`config.mk`:
```
export PLATFORM = sky130hd
export DESIGN_NAME = lpc_err_smi_top
export DESIGN_NICKNAME = d
export VERILOG_FILES = /design/src/rtl/lpc_err_pkg.sv /design/src/rtl/lpc_reg_port.sv /design/src/rtl/lpc_err_capture.sv /design/src/rtl/lpc_smi_ctrl.sv /design/src/rtl/lpc_err_smi_top.sv
export SDC_FILE = /design/constraint.sdc
export NUM_CORES = 1
export LEC_CHECK = 0
export ABC_AREA = 1
export BUFFER_PORTS_ARGS = -buffer_cell sky130_fd_sc_hd__buf_2
export CORE_MARGIN = 5
export CORE_UTILIZATION = 45
export DETAILED_ROUTE_END_ITERATION = 12
export PLACE_DENSITY = 0.83
export SYNTH_ARGS = -nofsm -noshare
export SYNTH_HDL_FRONTEND = slang
export SYNTH_SLANG_ARGS = --single-unit
```
`constraint.sdc`:
```
create_clock -name clk -period 1.2 [get_ports clk]
set_input_delay 0.24 -clock clk [delete_from_list [all_inputs] [get_ports clk]]
set_output_delay 0.24 -clock clk [all_outputs]
set_load 0.01 [all_outputs]
```
`src/rtl/lpc_err_pkg.sv`:
```
package lpc_err_pkg;

  // status word bit positions
  localparam int unsigned BIT_SER    = 0;
  localparam int unsigned BIT_ERR    = 1;
  localparam int unsigned BIT_MULT   = 2;
  localparam int unsigned BIT_CLS0   = 3;  // first of the class bits
  localparam int unsigned BIT_EN_ERR = 8;
  localparam int unsigned BIT_EN_SER = 9;

  // class bits: timeout, write, dma, memory (ascending positions)
  localparam int unsigned NUM_CLS = 4;

  // register selects
  localparam int unsigned SEL_STAT = 0;
  localparam int unsigned SEL_ADDR = 1;
  localparam int unsigned SEL_TOP  = 2;

  typedef struct packed {
    logic clr_ser;
    logic clr_err;
    logic clr_mult;
    logic clr_top;
    logic en_we;
    logic en_ser_wd;
    logic en_err_wd;
  } ctl_t;

endpackage

```
`src/rtl/lpc_reg_port.sv`:
```
module lpc_reg_port
  import lpc_err_pkg::*;
#(
  parameter int unsigned DATA_W = 32,
  parameter int unsigned ADDR_W = 32,
  parameter int unsigned REG_AW = 2
) (
  input  logic               clk,
  input  logic               rst,
  input  logic               reg_wr_i,
  input  logic [REG_AW-1:0]  reg_addr_i,
  input  logic [DATA_W-1:0]  reg_wdata_i,
  input  logic               ser_q,
  input  logic               err_q,
  input  logic               mult_q,
  input  logic [NUM_CLS-1:0] cls_q,
  input  logic               en_ser_q,
  input  logic               en_err_q,
  input  logic               top_q,
  input  logic [ADDR_W-1:0]  err_addr_q,
  output ctl_t               ctl_o,
  output logic [NUM_CLS-1:0] clr_cls_o,
  output logic [DATA_W-1:0]  reg_rdata_o
);

  localparam logic [REG_AW-1:0] A_STAT = REG_AW'(SEL_STAT);
  localparam logic [REG_AW-1:0] A_ADDR = REG_AW'(SEL_ADDR);
  localparam logic [REG_AW-1:0] A_TOP  = REG_AW'(SEL_TOP);

  logic wr_stat;
  logic wr_top;
  logic [DATA_W-1:0] stat_word;
  logic [DATA_W-1:0] rd_mux;

  assign wr_stat = reg_wr_i && (reg_addr_i == A_STAT);
  assign wr_top  = reg_wr_i && (reg_addr_i == A_TOP);

  always_comb begin
    ctl_o           = '0;
    ctl_o.clr_ser   = wr_stat && reg_wdata_i[BIT_SER];
    ctl_o.clr_err   = wr_stat && reg_wdata_i[BIT_ERR];
    ctl_o.clr_mult  = wr_stat && reg_wdata_i[BIT_MULT];
    ctl_o.clr_top   = wr_top  && reg_wdata_i[0];
    ctl_o.en_we     = wr_stat;
    ctl_o.en_ser_wd = reg_wdata_i[BIT_EN_SER];
    ctl_o.en_err_wd = reg_wdata_i[BIT_EN_ERR];
  end

  for (genvar k = 0; k < NUM_CLS; k++) begin : g_clr
    assign clr_cls_o[k] = wr_stat && reg_wdata_i[BIT_CLS0+k];
  end

  always_comb begin
    stat_word                        = '0;
    stat_word[BIT_SER]               = ser_q;
    stat_word[BIT_ERR]               = err_q;
    stat_word[BIT_MULT]              = mult_q;
    stat_word[BIT_CLS0 +: NUM_CLS]   = cls_q;
    stat_word[BIT_EN_ERR]            = en_err_q;
    stat_word[BIT_EN_SER]            = en_ser_q;
  end

  always_comb begin
    rd_mux = '0;
    unique case (reg_addr_i)
      A_STAT:  rd_mux = stat_word;
      A_ADDR:  rd_mux = DATA_W'(err_addr_q);
      A_TOP:   rd_mux[0] = top_q;
      default: rd_mux = '0;
    endcase
  end

  always_ff @(posedge clk) begin
    if (rst) reg_rdata_o <= '0;
    else     reg_rdata_o <= rd_mux;
  end

endmodule

```
`src/rtl/lpc_err_capture.sv`:
```
module lpc_err_capture
  import lpc_err_pkg::*;
#(
  parameter int unsigned ADDR_W = 32
) (
  input  logic               clk,
  input  logic               rst,
  input  logic               evt_err_i,
  input  logic [NUM_CLS-1:0] evt_cls_i,
  input  logic [ADDR_W-1:0]  evt_addr_i,
  input  logic               clr_err_i,
  input  logic               clr_mult_i,
  input  logic [NUM_CLS-1:0] clr_cls_i,
  output logic               err_q,
  output logic               err_n,
  output logic               mult_q,
  output logic [NUM_CLS-1:0] cls_q,
  output logic [ADDR_W-1:0]  addr_q
);

  logic first_err;
  logic mult_n;

  // a new record is only taken when nothing is pending
  assign first_err = evt_err_i && !err_q;
  assign err_n     = evt_err_i || (err_q && !clr_err_i);
  assign mult_n    = (evt_err_i && err_q) || (mult_q && !clr_mult_i);

  always_ff @(posedge clk) begin
    if (rst) begin
      err_q  <= 1'b0;
      mult_q <= 1'b0;
    end else begin
      err_q  <= err_n;
      mult_q <= mult_n;
    end
  end

  for (genvar k = 0; k < NUM_CLS; k++) begin : g_cls
    logic cls_n;
    assign cls_n = (first_err && evt_cls_i[k]) || (cls_q[k] && !clr_cls_i[k]);
    always_ff @(posedge clk) begin
      if (rst) cls_q[k] <= 1'b0;
      else     cls_q[k] <= cls_n;
    end
  end

  always_ff @(posedge clk) begin
    if (rst)            addr_q <= '0;
    else if (first_err) addr_q <= evt_addr_i;
  end

endmodule

```
`src/rtl/lpc_smi_ctrl.sv`:
```
module lpc_smi_ctrl
  import lpc_err_pkg::*;
(
  input  logic clk,
  input  logic rst,
  input  logic evt_serirq_i,
  input  logic evt_err_i,
  input  logic err_n_i,
  input  ctl_t ctl_i,
  output logic ser_q,
  output logic en_ser_q,
  output logic en_err_q,
  output logic top_q,
  output logic smi_req_o
);

  logic ser_n;
  logic en_ser_n;
  logic en_err_n;
  logic top_set;
  logic top_clr;
  logic top_n;

  assign ser_n    = evt_serirq_i || (ser_q && !ctl_i.clr_ser);
  assign en_ser_n = ctl_i.en_we ? ctl_i.en_ser_wd : en_ser_q;
  assign en_err_n = ctl_i.en_we ? ctl_i.en_err_wd : en_err_q;

  assign top_set = (evt_serirq_i && en_ser_q) || (evt_err_i && en_err_q);
  // a source clear drops the summary only when the other source is idle
  assign top_clr = ctl_i.clr_top
                || (ctl_i.clr_ser && !err_n_i)
                || (ctl_i.clr_err && !ser_n);
  assign top_n   = top_set || (top_q && !top_clr);

  always_ff @(posedge clk) begin
    if (rst) begin
      ser_q     <= 1'b0;
      en_ser_q  <= 1'b0;
      en_err_q  <= 1'b0;
      top_q     <= 1'b0;
      smi_req_o <= 1'b0;
    end else begin
      ser_q     <= ser_n;
      en_ser_q  <= en_ser_n;
      en_err_q  <= en_err_n;
      top_q     <= top_n;
      smi_req_o <= (ser_n && en_ser_n) || (err_n_i && en_err_n);
    end
  end

endmodule

```
`src/rtl/lpc_err_smi_top.sv`:
```
module lpc_err_smi_top
  import lpc_err_pkg::*;
#(
  parameter int unsigned ADDR_W = 32,
  parameter int unsigned DATA_W = 32,
  parameter int unsigned REG_AW = 2
) (
  input  logic              clk,
  input  logic              rst,
  input  logic              evt_serirq_i,
  input  logic              evt_err_i,
  input  logic              evt_timeout_i,
  input  logic              evt_write_i,
  input  logic              evt_dma_i,
  input  logic              evt_mem_i,
  input  logic [ADDR_W-1:0] evt_addr_i,
  input  logic              reg_wr_i,
  input  logic [REG_AW-1:0] reg_addr_i,
  input  logic [DATA_W-1:0] reg_wdata_i,
  output logic [DATA_W-1:0] reg_rdata_o,
  output logic              smi_req_o
);

  ctl_t               ctl;
  logic [NUM_CLS-1:0] clr_cls;
  logic [NUM_CLS-1:0] evt_cls;
  logic               ser_q;
  logic               err_q;
  logic               err_n;
  logic               mult_q;
  logic [NUM_CLS-1:0] cls_q;
  logic               en_ser_q;
  logic               en_err_q;
  logic               top_q;
  logic [ADDR_W-1:0]  err_addr_q;

  assign evt_cls = {evt_mem_i, evt_dma_i, evt_write_i, evt_timeout_i};

  lpc_reg_port #(
    .DATA_W(DATA_W), .ADDR_W(ADDR_W), .REG_AW(REG_AW)
  ) u_port (
    .clk(clk), .rst(rst),
    .reg_wr_i(reg_wr_i), .reg_addr_i(reg_addr_i), .reg_wdata_i(reg_wdata_i),
    .ser_q(ser_q), .err_q(err_q), .mult_q(mult_q), .cls_q(cls_q),
    .en_ser_q(en_ser_q), .en_err_q(en_err_q), .top_q(top_q),
    .err_addr_q(err_addr_q),
    .ctl_o(ctl), .clr_cls_o(clr_cls), .reg_rdata_o(reg_rdata_o)
  );

  lpc_err_capture #(.ADDR_W(ADDR_W)) u_cap (
    .clk(clk), .rst(rst),
    .evt_err_i(evt_err_i), .evt_cls_i(evt_cls), .evt_addr_i(evt_addr_i),
    .clr_err_i(ctl.clr_err), .clr_mult_i(ctl.clr_mult), .clr_cls_i(clr_cls),
    .err_q(err_q), .err_n(err_n), .mult_q(mult_q), .cls_q(cls_q),
    .addr_q(err_addr_q)
  );

  lpc_smi_ctrl u_smi (
    .clk(clk), .rst(rst),
    .evt_serirq_i(evt_serirq_i), .evt_err_i(evt_err_i), .err_n_i(err_n),
    .ctl_i(ctl),
    .ser_q(ser_q), .en_ser_q(en_ser_q), .en_err_q(en_err_q),
    .top_q(top_q), .smi_req_o(smi_req_o)
  );

endmodule

```
==> flow_summary.toml <==
[status]
status = "finished, final reports clean"

[detailed_routing]
first_pass_iters = 5
wl_per_cell_um = 11.6
drt_iter0_markers = 60
postRouteAntennaNets = 0
viasPerCell = 4.63
routed_wirelength_um = 5740
vias = 2296
detail_route.drc_violations = 0

[sta]
slew_viol_final = 0
fmax_mhz = 968
slew_headroom_pct = 73.4
max_slew.worst_pin.slew_ps = 398
tns_ps = 0
finalHoldViolations = 0
setup_violations = 0
finalCriticalPeriod_ps = 1030
grt_setup_unrepaired = "false"
fin_skew_ps = 8.98
post-route-period-util_pct = 86.1

[final_layout]
nFillCells = 561
nets = 491
drive_above_1_share_pct = 30.4
diodes = 0
fin_area_um2 = 3400
area_growth_pct = 28.1
mostFrequentLayoutCell = "nor2_1"
seqCellArea_um2 = 1500
finalCoreUtilization_pct = 58.4
final_cell_mix = "88 x nor2_1, 84 x buf_2, 75 x dfxtp_1"
multiInputGateArea_um2 = 973

[synthesis]
syn-num-nets = 400
syn_area_per_cell_um2 = 8.15
syn_area_um2 = 2650
synth_compound_area_share_pct = 10.4
ys_ff_latch = 75
synth_fa_ha_area_share_pct = 0
ys_seq_area_share_pct = 56.7
yosys_warnings = 0
ys_types = 20
synthSimpleGateAreaFrac_pct = 26.3
synth.largest_area_cell = "dfxtp_1"
synthesis.instances = 325
synth_top_family_by_area = "simple AND/OR/NAND/NOR gates"
ys_top_cells_by_area = "dfxtp_1 57%, nor2_1 12%, nand2_1 9.5%"
yosysTopAreaCellShare_pct = 56.7
synth-xor-area-share_pct = 0
yosys-mux-area-fraction_pct = 0

[critical_path]
crit_path_start_kind = "register"
cp.required_ps = 960
crit_path_max_incr_delay_ps = 330
cp.arrival_ps = 790
crit_fanout = 1
crit_chain = "buf_2"
worst_path_max_delay_cell = "dfxtp_1"
critPathTopFamily = "flip-flops"
critPathKind = "register to primary output"
cp.buffers_inverters = 1
endpoint_kind = "primary output"

[floorplan]
die_w_um = 86.7
die_area_um2 = 7520
core_um2 = 5820
pin_count = 108
rows = 28
die_h_um = 86.7
initial_utilization_pct = 45.6

[cts]
clock-sinks = 75
cts_max_level = 3
cts_made_buffers = 9
clk_pin_slew_ps = 80
cts_tree = "done"
ctsHoldBuffers = 0
cts_buffer_depth = 2
clock_latency_ps = 330
post_cts_buffers = 0
cts-root-buf = "clkbuf_8"
cts_resized = 0

[grt]
grt_antenna_before_repair = 0
grt_max_degree = 54
grt_usage_pct = 16.7
grt_pass1_wl_um = 9900
grt_pass1_vias = 2317
grt_overflow = 0

[power]
totalPowerFinal_mw = 5.25
p_leak_nw = 1.60
powerDensity_nw_per_um2 = 1550
peakVddDrop_mv = 0.838

[job]
drv_cap = 0

[hold_path]
hp-class = "primary input to register"

[placed_design]
io_buffers = 84
dp_hpwl_um = 4200
place_area_um2 = 3180
gp_congestion = 0.810
## metal layers
layer / routed length (um) / track usage, %
met1: 2380 / 18.9
met2: 2940 / 29.6
met3: 312 / 3.42
met4: 102 / 8.50
met5: 0 / 0
## sequential cells by signal, indices dropped and copies added, names as in the netlist
signal / cells
u_cap.addr_q: 32
u_port.reg_rdata_o: 32
u_cap.cls_q: 4
u_cap.err_q: 1
u_cap.mult_q: 1
u_smi.en_err_q: 1
u_smi.en_ser_q: 1
u_smi.ser_q: 1
u_smi.smi_req_o: 1
u_smi.top_q: 1
## stage by stage
stage / setup WS, ps / hold slack, ps / std cells
floorplan: 174 / 375 / 325
finish: 167 / 124 / 496
global route: 86.8 / 112 / 496
CTS: 149 / 112 / 496
global placement: 65.8 / 427 / 480
detailed placement: 14.5 / 429 / 480
## final cells by class
type	instances	area share, %
flip-flops and latches	75	44.2
multi-input cells	219	28.7
repair buffers	97	16.4
clock buffers	12	4.27
well taps	75	2.76
clock inverters	4	2.17
inverters	14	1.55
## path summary, 6_finish.rpt
| kind | from | to | slack (ps) | cells after the start |
|---|---|---|---|---|
| hold reg to reg | u_cap.addr_q[12] | u_port.reg_rdata_o[12] | 440 | 2 |
| setup reg to reg | u_cap.err_q | u_cap.addr_q[22] | 170 | 5 |
| hold / removal | evt_addr_i[19] | u_cap.addr_q[19] | 120 | 3 |
| setup / recovery | u_port.reg_rdata_o[8] | reg_rdata_o[8] | 170 | 1 |
## Yosys cell counts
library cell,n
buf_4,1
dfxtp_1,75
a31oi_1,1
a21oi_2,2
clkbuf_1,2
nand2_4,1
a211oi_2,1
nand2_2,2
nand2_1,67
nor2_4,3
nor2_1,88
nand3_2,3
inv_2,4
a21oi_1,15
nand3_4,1
o21ai_0,33
buf_6,6
nand3_1,2
inv_1,10
buf_2,8
## report_power, final
group / internal [mW] / switching [mW]
combinational: 0.214 / 0.276
clock: 1.23 / 0.860
sequential: 2.62 / 0.0549
total: 4.06 / 1.19
## cell families after synthesis
logic type      after synthesis
simple gates                167
compound gates               52
flops                        75
buf+inv                      31
Note: power is estimated with default switching activity, not from simulation.
